### config.mk
export PLATFORM = sky130hd
export DESIGN_NAME = keyed_wdt
export DESIGN_NICKNAME = d
export VERILOG_FILES = /design/src/rtl/kwdt_pkg.sv /design/src/rtl/kwdt_keydec.sv /design/src/rtl/kwdt_field.sv /design/src/rtl/kwdt_core.sv /design/src/rtl/keyed_wdt.sv
export SDC_FILE = /design/constraint.sdc
export NUM_CORES = 1
export LEC_CHECK = 0
export CAP_MARGIN = 25
export CORE_ASPECT_RATIO = 1.1
export CORE_MARGIN = 8
export CORE_UTILIZATION = 51
export DETAILED_ROUTE_END_ITERATION = 10
export DONT_BUFFER_PORTS = 1
export PLACE_DENSITY = 0.66
export RECOVER_POWER = 100
export SYNTH_ARGS = -nofsm -noshare
export SYNTH_HDL_FRONTEND = slang
export SYNTH_SLANG_ARGS = --single-unit
### constraint.sdc
create_clock -name clk -period 3.8 [get_ports clk]
set_clock_uncertainty 0.05 [all_clocks]
set_input_delay 0.76 -clock clk [delete_from_list [all_inputs] [get_ports clk]]
set_output_delay 0.76 -clock clk [all_outputs]
set_load 0.005 [all_outputs]
### src/rtl/kwdt_pkg.sv
package kwdt_pkg;
    localparam int DATA_W = 16;
    localparam int ADDR_W = 2;

    localparam logic [DATA_W-1:0] KEY_OPEN   = 16'h5555;
    localparam logic [DATA_W-1:0] KEY_CLOSE  = 16'h0000;
    localparam logic [DATA_W-1:0] KEY_REFILL = 16'hAAAA;
    localparam logic [DATA_W-1:0] KEY_GO     = 16'hCCCC;

    localparam logic [ADDR_W-1:0] A_KEY  = 2'd0;
    localparam logic [ADDR_W-1:0] A_DIV  = 2'd1;
    localparam logic [ADDR_W-1:0] A_RLD  = 2'd2;
    localparam logic [ADDR_W-1:0] A_STAT = 2'd3;

    typedef enum logic {LK_CLOSED, LK_OPEN} lock_state_e;
    typedef enum logic {UPD_IDLE, UPD_BUSY} upd_state_e;
    typedef enum logic [1:0] {CORE_STOPPED, CORE_RUNNING, CORE_EXPIRE} core_state_e;
endpackage

### src/rtl/kwdt_keydec.sv
module kwdt_keydec
    import kwdt_pkg::*;
(
    input  logic              clk,
    input  logic              rst_n,
    input  logic              wr_en_i,
    input  logic [ADDR_W-1:0] wr_addr_i,
    input  logic [DATA_W-1:0] wr_data_i,
    output logic              open_o,
    output logic              go_p_o,
    output logic              refill_p_o
);
    lock_state_e state_q, state_d;
    logic key_wr;

    assign key_wr = wr_en_i && (wr_addr_i == A_KEY);

    // state register
    always_ff @(posedge clk) begin
        if (!rst_n) state_q <= LK_CLOSED;
        else        state_q <= state_d;
    end

    // next state
    always_comb begin
        state_d = state_q;
        unique case (state_q)
            LK_CLOSED: if (key_wr && wr_data_i == KEY_OPEN)  state_d = LK_OPEN;
            LK_OPEN:   if (key_wr && wr_data_i == KEY_CLOSE) state_d = LK_CLOSED;
            default:   state_d = LK_CLOSED;
        endcase
    end

    // outputs
    always_comb begin
        open_o     = (state_q == LK_OPEN);
        go_p_o     = key_wr && (wr_data_i == KEY_GO);
        refill_p_o = key_wr && (wr_data_i == KEY_REFILL);
    end
endmodule

### src/rtl/kwdt_field.sv
module kwdt_field
    import kwdt_pkg::*;
#(
    parameter int          W         = 3,
    parameter logic [W-1:0] RST_VAL  = '0,
    parameter int          UPD_TICKS = 3
) (
    input  logic         clk,
    input  logic         rst_n,
    input  logic         tick_en_i,
    input  logic         wr_ok_i,
    input  logic [W-1:0] wr_val_i,
    output logic [W-1:0] pend_o,
    output logic [W-1:0] act_o,
    output logic         busy_o
);
    localparam int CW = $clog2(UPD_TICKS + 1);
    localparam logic [CW-1:0] LAST = CW'(UPD_TICKS - 1);

    upd_state_e     state_q, state_d;
    logic [CW-1:0]  cnt_q, cnt_d;
    logic [W-1:0]   pend_q, pend_d, act_q, act_d;

    // state register
    always_ff @(posedge clk) begin
        if (!rst_n) begin
            state_q <= UPD_IDLE;
            cnt_q   <= '0;
            pend_q  <= RST_VAL;
            act_q   <= RST_VAL;
        end else begin
            state_q <= state_d;
            cnt_q   <= cnt_d;
            pend_q  <= pend_d;
            act_q   <= act_d;
        end
    end

    // next state
    always_comb begin
        state_d = state_q;
        cnt_d   = cnt_q;
        pend_d  = pend_q;
        act_d   = act_q;
        if (wr_ok_i) begin
            pend_d  = wr_val_i;
            state_d = UPD_BUSY;
            cnt_d   = '0;
        end else begin
            unique case (state_q)
                UPD_IDLE: ;
                UPD_BUSY: begin
                    if (tick_en_i) begin
                        if (cnt_q == LAST) begin
                            act_d   = pend_q;
                            state_d = UPD_IDLE;
                            cnt_d   = '0;
                        end else begin
                            cnt_d = cnt_q + 1'b1;
                        end
                    end
                end
                default: state_d = UPD_IDLE;
            endcase
        end
    end

    // outputs
    always_comb begin
        busy_o = (state_q == UPD_BUSY);
        pend_o = pend_q;
        act_o  = act_q;
    end
endmodule

### src/rtl/kwdt_core.sv
module kwdt_core
    import kwdt_pkg::*;
#(
    parameter int PR_W = 3,
    parameter int RL_W = 12
) (
    input  logic            clk,
    input  logic            rst_n,
    input  logic            strap_i,
    input  logic            tick_en_i,
    input  logic            go_p_i,
    input  logic            refill_p_i,
    input  logic [PR_W-1:0] pr_code_i,
    input  logic [RL_W-1:0] rl_val_i,
    output logic            active_o,
    output logic            expire_o
);
    localparam int MAX_SHIFT = 6;
    localparam int PC_W      = MAX_SHIFT + 2;

    core_state_e      state_q, state_d;
    logic [RL_W-1:0]  cnt_q, cnt_d;
    logic [PC_W-1:0]  pcnt_q, pcnt_d;
    logic [PC_W-1:0]  phase_last;

    function automatic logic [PC_W-1:0] div_last(input logic [PR_W-1:0] code);
        int          sh;
        logic [PC_W:0] d;
        sh = (int'(code) > MAX_SHIFT) ? MAX_SHIFT : int'(code);
        d  = (PC_W+1)'(4) << sh;
        return PC_W'(d - 1'b1);
    endfunction

    assign phase_last = div_last(pr_code_i);

    // state register
    always_ff @(posedge clk) begin
        if (!rst_n) begin
            state_q <= strap_i ? CORE_RUNNING : CORE_STOPPED;
            cnt_q   <= '1;
            pcnt_q  <= '0;
        end else begin
            state_q <= state_d;
            cnt_q   <= cnt_d;
            pcnt_q  <= pcnt_d;
        end
    end

    // next state
    always_comb begin
        state_d = state_q;
        cnt_d   = cnt_q;
        pcnt_d  = pcnt_q;
        unique case (state_q)
            CORE_STOPPED: begin
                if (go_p_i) begin
                    state_d = CORE_RUNNING;
                    cnt_d   = rl_val_i;
                    pcnt_d  = '0;
                end else if (refill_p_i) begin
                    cnt_d   = rl_val_i;
                end
            end
            CORE_RUNNING, CORE_EXPIRE: begin
                state_d = CORE_RUNNING;
                if (refill_p_i) begin
                    cnt_d  = rl_val_i;
                    pcnt_d = '0;
                end else if (tick_en_i) begin
                    if (pcnt_q == phase_last) begin
                        pcnt_d = '0;
                        if (cnt_q == '0) begin
                            state_d = CORE_EXPIRE;
                            cnt_d   = rl_val_i;
                        end else begin
                            cnt_d = cnt_q - 1'b1;
                        end
                    end else begin
                        pcnt_d = pcnt_q + 1'b1;
                    end
                end
            end
            default: state_d = CORE_STOPPED;
        endcase
    end

    // outputs
    always_comb begin
        active_o = (state_q != CORE_STOPPED);
        expire_o = (state_q == CORE_EXPIRE);
    end
endmodule

### src/rtl/keyed_wdt.sv
module keyed_wdt
    import kwdt_pkg::*;
#(
    parameter int PR_W      = 3,
    parameter int RL_W      = 12,
    parameter int UPD_TICKS = 3
) (
    input  logic              clk,
    input  logic              rst_n,
    input  logic              strap_start_i,
    input  logic              tick_en_i,
    input  logic              wr_en_i,
    input  logic [ADDR_W-1:0] wr_addr_i,
    input  logic [DATA_W-1:0] wr_data_i,
    input  logic [ADDR_W-1:0] rd_addr_i,
    output logic [DATA_W-1:0] rd_data_o,
    output logic              wd_active_o,
    output logic              wd_rst_o
);
    logic            key_open, go_p, refill_p;
    logic            pr_wr, rl_wr;
    logic [PR_W-1:0] pr_pend, pr_act;
    logic [RL_W-1:0] rl_pend, rl_act;
    logic            pr_busy, rl_busy;

    kwdt_keydec u_key (
        .clk        (clk),
        .rst_n      (rst_n),
        .wr_en_i    (wr_en_i),
        .wr_addr_i  (wr_addr_i),
        .wr_data_i  (wr_data_i),
        .open_o     (key_open),
        .go_p_o     (go_p),
        .refill_p_o (refill_p)
    );

    assign pr_wr = wr_en_i && key_open && (wr_addr_i == A_DIV);
    assign rl_wr = wr_en_i && key_open && (wr_addr_i == A_RLD);

    kwdt_field #(.W(PR_W), .RST_VAL('0), .UPD_TICKS(UPD_TICKS)) u_div (
        .clk       (clk),
        .rst_n     (rst_n),
        .tick_en_i (tick_en_i),
        .wr_ok_i   (pr_wr),
        .wr_val_i  (wr_data_i[PR_W-1:0]),
        .pend_o    (pr_pend),
        .act_o     (pr_act),
        .busy_o    (pr_busy)
    );

    kwdt_field #(.W(RL_W), .RST_VAL('1), .UPD_TICKS(UPD_TICKS)) u_rld (
        .clk       (clk),
        .rst_n     (rst_n),
        .tick_en_i (tick_en_i),
        .wr_ok_i   (rl_wr),
        .wr_val_i  (wr_data_i[RL_W-1:0]),
        .pend_o    (rl_pend),
        .act_o     (rl_act),
        .busy_o    (rl_busy)
    );

    kwdt_core #(.PR_W(PR_W), .RL_W(RL_W)) u_core (
        .clk        (clk),
        .rst_n      (rst_n),
        .strap_i    (strap_start_i),
        .tick_en_i  (tick_en_i),
        .go_p_i     (go_p),
        .refill_p_i (refill_p),
        .pr_code_i  (pr_act),
        .rl_val_i   (rl_act),
        .active_o   (wd_active_o),
        .expire_o   (wd_rst_o)
    );

    always_comb begin
        unique case (rd_addr_i)
            A_KEY:   rd_data_o = '0;
            A_DIV:   rd_data_o = {{(DATA_W-PR_W){1'b0}}, pr_pend};
            A_RLD:   rd_data_o = {{(DATA_W-RL_W){1'b0}}, rl_pend};
            A_STAT:  rd_data_o = {{(DATA_W-2){1'b0}}, rl_busy, pr_busy};
            default: rd_data_o = '0;
        endcase
    end
endmodule

==> flow_metrics.env, run 1 <==
export IMPL_clock_fmax_mhz=325
export IMPL_grt_pass1_wl_um=12900
export IMPL_synth_edff_count=2
export IMPL_clk_latency_ns=0.34
export IMPL_min_period_ns=3.08
export IMPL_antenna_cells=0
export IMPL_hold_buffers=0
export IMPL_nNetsFinal=420
export IMPL_tightest_slew_ns=1.73
export IMPL_final_common_cell="nand2_1"
export IMPL_drive_gt1_share_pct=6.08
export IMPL_drt_iter0_drc=232
export IMPL_root_buffer="clkbuf_8"
export IMPL_cp_cell_sequence="or4_1, nor2_1, a21o_1, a31oi_1, o31ai_1, nor2_1"
export IMPL_clockBufferDepth=2
export IMPL_wl_per_cell_um=15.7
export IMPL_initial_core_util_pct=52.3
export IMPL_cp_max_fo=15
export IMPL_p_total_mw=1.54
export IMPL_period_share_pct=81.0
export IMPL_cts_tree="done"
export IMPL_htreeDepth=3
export IMPL_area_growth_pct=5.32
export IMPL_slew_headroom_pct=-17.2
export IMPL_wl_met1_um=3340
export IMPL_ios=43
export IMPL_antenna_found_initial=0
export IMPL_synthArstFlopShare_pct=0
export IMPL_multi_input_area_um2=1790
export IMPL_ff_latch_area_um2=1200
export IMPL_hold_class="register to register"
export IMPL_drv_cap=1
export IMPL_ys_types=63
export IMPL_hpwl_um=5440
export IMPL_rsz0062_at_grt="false"
export IMPL_grt_max_degree=45
export IMPL_gp_congestion=0.890
export IMPL_core_area_um2=6120
export IMPL_die_h_um=99.1
export IMPL_yosys_most_used_dff="dfxtp_1"
export IMPL_synth_area_um2=3200
export IMPL_final_cell_mix="nand2_1 (67), dfxtp_1 (57), nor2_1 (32), nand3_1 (30)"
export IMPL_hp_start="u_rld.act_o[9]"
export IMPL_synth_seq_area_share_pct=37.5
export IMPL_vias=2803
export IMPL_report_final_slew_viol_count=13
export IMPL_die_x_um=91.5
export IMPL_r2r_cells=6
export IMPL_grt_total_usage_pct=17.3
export IMPL_ir_drop_uv=274
export IMPL_avgSynthCellArea_um2=8.02
export IMPL_cts_buffers=9
export IMPL_drc=0
export IMPL_cpPeakStageDelay_ns=0.92
export IMPL_reg2reg_setup_slack_ns=0.88
export IMPL_slowest_stage="o31ai_1"
export IMPL_violations="capacitance limit, slew limit"
export IMPL_ant_nets=0
export IMPL_worstHoldPathCells=2
export IMPL_cts_reportedPaths_clkPinSlew_ns=0.07
export IMPL_p_leak_nw=1.31
export IMPL_routed_wl_um=7480
export IMPL_fillers=580
export IMPL_end_kind="register"
export IMPL_hold_viol_final=0
export IMPL_wl_met3_um=689
export IMPL_r2r_end="u_core.pcnt_q[5]"
export IMPL_first_global_vias=2721
export IMPL_status="finished with violations"
export IMPL_synth_warnings=0
export IMPL_rows=30
export IMPL_hold_path_end="u_rld.act_o[9]"
export IMPL_grt_overflow=0
export IMPL_crit_path_start_kind="input port"
export IMPL_cp_arrival_ns=3.21
export IMPL_r2r_start="u_div.act_o[1]"
export IMPL_setup_tns_ns=0
export IMPL_detail_route_vias_per_cell=5.90
export IMPL_syn_inst=399
export IMPL_finalSetupViolCount=0
export IMPL_cts_post_setup_buffers_inserted=0
export IMPL_ys_seq_elements=59
export IMPL_first_pass_iters=4
export IMPL_utilization_pct=55.1
export IMPL_cellPowerDensity_nw_per_um2=457
export IMPL_worstPathRequired_ns=3.93
export IMPL_ctsResizeCount=0
export IMPL_cts_sinks=59
export IMPL_routed_top_layer="met4"
export IMPL_worst_setup_path_type="input port to register"
export IMPL_die_area_um2=9070
export IMPL_hold_slack_ns=0.423
export IMPL_met2_wirelength_um=3320
export IMPL_cp_common_cell="nor2_1"
export IMPL_port_buffers=0
-- synthesized netlist by cell type, drive strengths merged (3+ instances only) --
cell	instances	area [µm²]
a211o	5	43.8
nor2	33	134
and2	12	75.1
nand3b	4	30.0
nor4	9	56.3
a21o	3	22.5
buf	12	81.3
a32oi	5	43.8
nand2b	3	18.8
ha	5	62.6
o211ai	5	42.5
nor3b	5	37.5
a31oi	3	33.8
inv	15	56.3
clkbuf	13	48.8
o21ai	14	70.1
nor3	9	45.0
a21oi	14	73.8
mux2i	7	70.1
nand3	30	150
nand2	67	251
or4	4	37.5
dfxtp	57	1140
nand4	15	93.8
xnor2	8	70.1
nor4b	4	35.0
-- flip-flops by register name, summed over array words and instances (netlist names) --
name and count:
u_div.pend_o 3, u_div.cnt_q 2, u_rld.pend_o 12, u_rld.act_o 12
u_div.busy_o 1, u_rld.busy_o 1, u_core.state_q 2, u_core.pcnt_q 8
u_key.open_o 1, u_div.act_o 3, u_core.cnt_q 12, u_rld.cnt_q 2
-- report_power, final --
group / internal, mW / switching [mW] / leakage [nW]
Sequential: 0.644 / 0.0217 / 0.483
Clock: 0.367 / 0.264 / 0.106
Combinational: 0.0792 / 0.165 / 0.720
-- cells by family after synthesis --
logic type / share of synthesized area (%)
and+or+nand+nor: 32.8
AOI/OAI and AO/OA: 16.1
DFF: 37.5
buffers and inverters: 5.82
xor gates and xnor gates: 2.74
muxes: 2.89
adders and majority gates: 1.95
other: 0.117
-- routing by layer --
metal	vias to the layer above	track usage, %
met5	-	0
li1	1411	-
met1	1287	20.9
met4	0	7.19
met3	12	6.54
met2	93	26.8
-- how the worst max path moves through the flow --
stage,startpoint,to,slack [ns],depth (start not counted)
after global routing,wr_data_i[2],u_core.pcnt_q[6],0.58,6
after detailed placement,wr_data_i[15],u_core.cnt_q[7],0.84,6
after global placement,wr_data_i[15],u_core.cnt_q[7],0.87,6
final,wr_data_i[2],u_core.pcnt_q[5],0.72,6
after floorplan,wr_data_i[2],u_core.cnt_q[7],1.33,6
after CTS,wr_data_i[15],u_core.cnt_q[0],1.19,7
-- final cells by class --
class | count | share of cell area, %
tap | 80 | 2.97
inverter | 15 | 1.67
clock inverter | 7 | 2.71
sequential | 59 | 35.6
multi-input combinational | 303 | 53.0
timing repair buffer | 2 | 0.334
clock buffer | 9 | 3.67
-- worst max-delay path, delay by kind of cell --
kind / cells / cell delay [ns]
AOI/OAI and AO/OA: 3 / 1.44
and+or+nand+nor: 3 / 1.01
-- per-stage QoR --
step,worst slack [ns],instances,area [µm²]
3_3_place_gp,0.874,459,3200
3_5_place_dp,0.839,459,3200
6_report,0.724,475,3370
2_1_floorplan,1.33,402,3210
4_1_cts,1.19,475,3420
5_1_grt,0.583,475,3370
Power figures use the tool's default switching activity.
==> run 2: changes to the inputs <==
==> constraint.sdc (replaced) <==
create_clock -name clk -period 3 [get_ports clk]
set_clock_uncertainty 0.05 [all_clocks]
set_input_delay 0.6 -clock clk [delete_from_list [all_inputs] [get_ports clk]]
set_output_delay 0.6 -clock clk [all_outputs]
set_load 0.005 [all_outputs]
==> flow_metrics.env, run 2 (synthesized netlist as in run 1, its figures left out) <==
export IMPL_cts_reportedPaths_clkPinSlew_ns=0.07
export IMPL_reg2reg_setup_slack_ns=0.40
export IMPL_hold_class="input port to register"
export IMPL_cts_buffers=9
export IMPL_hold_buffers=0
export IMPL_r2r_cells=6
export IMPL_drv_cap=0
export IMPL_hpwl_um=5520
export IMPL_initial_core_util_pct=52.3
export IMPL_final_common_cell="nand2_1"
export IMPL_drt_iter0_drc=236
export IMPL_worstPathRequired_ns=3.14
export IMPL_final_cell_mix="nand2_1 (67), dfxtp_1 (57), nor2_1 (31), nand3_1 (30)"
export IMPL_antenna_found_initial=0
export IMPL_grt_pass1_wl_um=12600
export IMPL_grt_max_degree=45
export IMPL_slew_headroom_pct=35.3
export IMPL_rows=30
export IMPL_worstHoldPathCells=1
export IMPL_end_kind="register"
export IMPL_status="finished clean"
export IMPL_cellPowerDensity_nw_per_um2=580
export IMPL_p_total_mw=1.98
export IMPL_routed_wl_um=7640
export IMPL_report_final_slew_viol_count=0
export IMPL_ant_nets=0
export IMPL_cts_tree="done"
export IMPL_first_pass_iters=5
export IMPL_drive_gt1_share_pct=6.57
export IMPL_ctsResizeCount=0
export IMPL_area_growth_pct=6.53
export IMPL_first_global_vias=2654
export IMPL_die_area_um2=9070
export IMPL_finalSetupViolCount=0
export IMPL_clk_latency_ns=0.34
export IMPL_setup_tns_ns=0
export IMPL_cts_post_setup_buffers_inserted=0
export IMPL_antenna_cells=0
export IMPL_cts_sinks=59
export IMPL_hold_viol_final=0
export IMPL_cp_max_fo=15
export IMPL_drc=0
export IMPL_ios=43
export IMPL_die_x_um=91.5
export IMPL_clock_fmax_mhz=385
export IMPL_tightest_slew_ns=0.967
export IMPL_vias=2857
export IMPL_min_period_ns=2.60
export IMPL_crit_path_start_kind="register"
export IMPL_grt_total_usage_pct=17.3
export IMPL_port_buffers=0
export IMPL_clockBufferDepth=2
export IMPL_die_h_um=99.1
export IMPL_ir_drop_uv=315
export IMPL_cp_arrival_ns=2.74
export IMPL_p_leak_nw=1.31
export IMPL_gp_congestion=0.816
export IMPL_grt_overflow=0
export IMPL_nNetsFinal=421
export IMPL_htreeDepth=3
export IMPL_rsz0062_at_grt="false"
export IMPL_period_share_pct=86.7
export IMPL_root_buffer="clkbuf_8"
export IMPL_detail_route_vias_per_cell=6.00
export IMPL_wl_per_cell_um=16.1
export IMPL_core_area_um2=6120
export IMPL_worst_setup_path_type="register to register"
-- run 2: metrics by stage --
stage,setup slack [ns],utilization [%],std cells,hold WS (ns),area (µm²)
floorplan,0.687,-,402,0.385,3210
global placement,0.408,52.5,460,0.399,3210
detailed placement,0.335,52.5,460,0.406,3210
CTS,0.652,56.2,476,0.270,3440
global route,0.229,55.7,476,0.271,3410
finish,0.400,55.7,476,0.299,3410
-- run 2: power breakdown --
part | switching, mW | leakage, nW | internal [mW]
registers | 0.0282 | 0.483 | 0.815
clock network | 0.334 | 0.108 | 0.490
logic | 0.206 | 0.722 | 0.104
-- run 2: routing by layer --
layer	global-route usage, %	vias up	part of all wire, %	routed length (µm)
met5	0	-	0	0
met4	8.83	0	1.2	90
met3	5.70	9	8.3	638
met2	26.7	97	45	3460
met1	20.9	1340	45	3460
li1	-	1411	-	-
-- run 2: area by class of cell --
type	count	area, µm²
clock buffers	10	138
clock inverters	6	88.8
fillers	568	2710
inverters	15	56.3
multi-input cells	303	1810
flip-flops and latches	59	1200
well taps	80	100
repair buffers	3	15.0
-- run 2: path summary, 6_finish.rpt --
kind / from / endpoint
worst max-delay path: u_div.act_o[1] / u_core.pcnt_q[5]
worst min-delay path: rst_n / u_rld.pend_o[5]
worst max register to register: u_div.act_o[1] / u_core.pcnt_q[5]
worst min register to register: u_rld.act_o[2] / u_rld.act_o[2]
-- run 2: worst max-delay path: stages, from the launching register on --
cell and delay (ns):
dfxtp_1 0.40, or4_1 0.54, o211ai_1 0.14, o221a_4 0.24, a31oi_4 0.18, o31ai_1 0.78
nor2_1 0.11
==> run 3: changes to the inputs <==
--- a/config.mk
+++ b/config.mk
@@ -5,7 +5,7 @@
 export SDC_FILE = /design/constraint.sdc
 export NUM_CORES = 1
 export LEC_CHECK = 0
-export CAP_MARGIN = 25
+export CAP_MARGIN = 10
 export CORE_ASPECT_RATIO = 1.1
 export CORE_MARGIN = 8
 export CORE_UTILIZATION = 51
==> constraint.sdc (replaced) <==
create_clock -name clk -period 3.1 [get_ports clk]
set_clock_uncertainty 0.05 [all_clocks]
set_input_delay 0.62 -clock clk [delete_from_list [all_inputs] [get_ports clk]]
set_output_delay 0.62 -clock clk [all_outputs]
set_load 0.005 [all_outputs]
==> flow_metrics.env, run 3 (synthesized netlist as in run 1, its figures left out) <==
export IMPL_status="finished clean"
export IMPL_cp_max_fo=15
export IMPL_fin_area_um2=3430
export IMPL_drive_gt1_share_pct=6.80
export IMPL_grt_pass1_wl_um=12700
export IMPL_p_total_mw=1.99
export IMPL_htreeDepth=3
export IMPL_finalSetupViolCount=0
export IMPL_p_seq_share_pct=40.9
export IMPL_min_period_ns=2.61
export IMPL_path_buf_inv=0
export IMPL_ios=43
export IMPL_initial_core_util_pct=52.3
export IMPL_antenna_cells=0
export IMPL_antenna_found_initial=0
export IMPL_cts_sinks=59
export IMPL_gp_congestion=0.816
export IMPL_port_buffers=0
export IMPL_layout_setup_ws_ns=0.495
export IMPL_cts_post_setup_buffers_inserted=0
export IMPL_nNetsFinal=422
export IMPL_report_final_slew_viol_count=0
export IMPL_multi_input_area_um2=1800
export IMPL_clk_latency_ns=0.34
export IMPL_p_leak_nw=1.33
export IMPL_crit_path_start_kind="register"
export IMPL_vias=2781
export IMPL_hpwl_um=5550
export IMPL_rsz0062_at_grt="false"
export IMPL_grtUsageMet1_pct=20.5
export IMPL_cp_arrival_ns=2.74
export IMPL_die_h_um=99.1
export IMPL_die_area_um2=9070
export IMPL_pwr_share_comb_pct=15.3
export IMPL_wl_per_cell_um=16.0
export IMPL_first_global_vias=2720
export IMPL_fillers=593
export IMPL_area_growth_pct=7.19
export IMPL_rows=30
export IMPL_worstPathRequired_ns=3.24
export IMPL_switchingPower_mw=0.564
export IMPL_ir_drop_uv=386
export IMPL_placed_area_um2=3220
export IMPL_die_x_um=91.5
export IMPL_tightest_slew_ns=0.919
export IMPL_slew_headroom_pct=38.2
export IMPL_detail_route_vias_per_cell=5.83
export IMPL_hold_buffers=0
export IMPL_clockBufferDepth=2
export IMPL_routed_wl_um=7640
export IMPL_clock_fmax_mhz=384
export IMPL_period_share_pct=84.0
export IMPL_cellPowerDensity_nw_per_um2=581
export IMPL_clkPwrFrac_pct=43.8
export IMPL_ant_nets=0
export IMPL_cpPeakStageDelay_ns=0.79
export IMPL_final_cell_mix="nand2_1 (67), dfxtp_1 (57), nor2_1 (31), nand3_1 (30)"
export IMPL_hold_viol_final=0
export IMPL_hold_slack_ns=0.316
export IMPL_hold_class="input port to register"
export IMPL_drt_iter0_drc=216
export IMPL_root_buffer="clkbuf_8"
export IMPL_place_ws_ns=0.448
export IMPL_drc=0
export IMPL_ctsResizeCount=0
export IMPL_cts_tree="done"
export IMPL_cts_reportedPaths_clkPinSlew_ns=0.08
export IMPL_worst_setup_path_type="register to register"
export IMPL_first_pass_iters=4
export IMPL_grt_met3_usage_pct=5.86
export IMPL_ff_latch_area_um2=1200
export IMPL_cts_buffers=9
export IMPL_core_area_um2=6120
export IMPL_grt_total_usage_pct=17.1
export IMPL_drv_cap=0
export IMPL_global_route_peak_usage_layer="met2"
export IMPL_final_common_cell="nand2_1"
export IMPL_cp_cell_sequence="or4_1, o211ai_1, o221a_2, a31oi_4, o31ai_1, nor2_1"
export IMPL_swShare_pct=28.3
export IMPL_intPower_mw=1.43
export IMPL_setup_tns_ns=0
export IMPL_grt_overflow=0
export IMPL_slowest_stage="o31ai_1"
export IMPL_grt_max_degree=45
export IMPL_path_delay_family="compound AO/OA/AOI/OAI gates"
export IMPL_grtUsageMet2_pct=27.6
export IMPL_end_kind="register"
-- run 3: changes by cell type in the layout (fill, tap and decap cells not counted) --
cell        previous run  this run
clkinv_4               1         3
clkinvlp_4             2         0
buf_4                  1         2
bufinv_16              2         3
clkbuf_8              10         9
clkinv_2               1         0
inv_6                  0         1
o221a_2                0         1
o221a_4                1         0
-- run 3: final cells by class --
cell class	instances	area share [%]
clock buffer	9	3.61
clock inverter	7	3.65
inverter	15	1.64
multi-input combinational	303	52.5
sequential	59	35.0
tap	80	2.92
timing repair buffer	4	0.656
-- run 3: power by group through the flow --
stage	Combinational (mW)	Sequential (mW)	Clock, mW
3_3_place_gp	0.307	0.834	0
4_1_cts	0.312	0.816	0.884
5_1_grt	0.336	0.820	0.917
6_report	0.304	0.816	0.875
2_1_floorplan	0.275	0.825	0
3_5_place_dp	0.311	0.833	0
-- run 3: through the flow --
| stage | utilization, % | cells |
|---|---|---|
| after floorplan | - | 402 |
| after detailed placement | 52.6 | 461 |
| after global placement | 52.6 | 461 |
| after CTS | 56.7 | 477 |
| final | 56.1 | 477 |
| after global routing | 56.1 | 477 |
-- run 3: worst paths after layout --
kind / slack, ns / depth (start not counted) / startpoint / end
setup reg to reg: 0.49 / 6 / u_div.act_o[1] / u_core.pcnt_q[3]
hold / removal: 0.32 / 1 / rst_n / u_rld.act_o[1]
setup / recovery: 0.49 / 6 / u_div.act_o[1] / u_core.pcnt_q[3]
hold reg to reg: 0.42 / 2 / u_rld.act_o[2] / u_rld.act_o[2]
-- run 3: layer usage --
| layer | part of all wire, % | wire length [µm] | vias up |
|---|---|---|---|
| li1 | - | - | 1420 |
| met1 | 45 | 3470 | 1268 |
| met2 | 45 | 3450 | 83 |
| met3 | 8.0 | 612 | 10 |
| met4 | 1.4 | 104 | 0 |
| met5 | 0 | 0 | - |
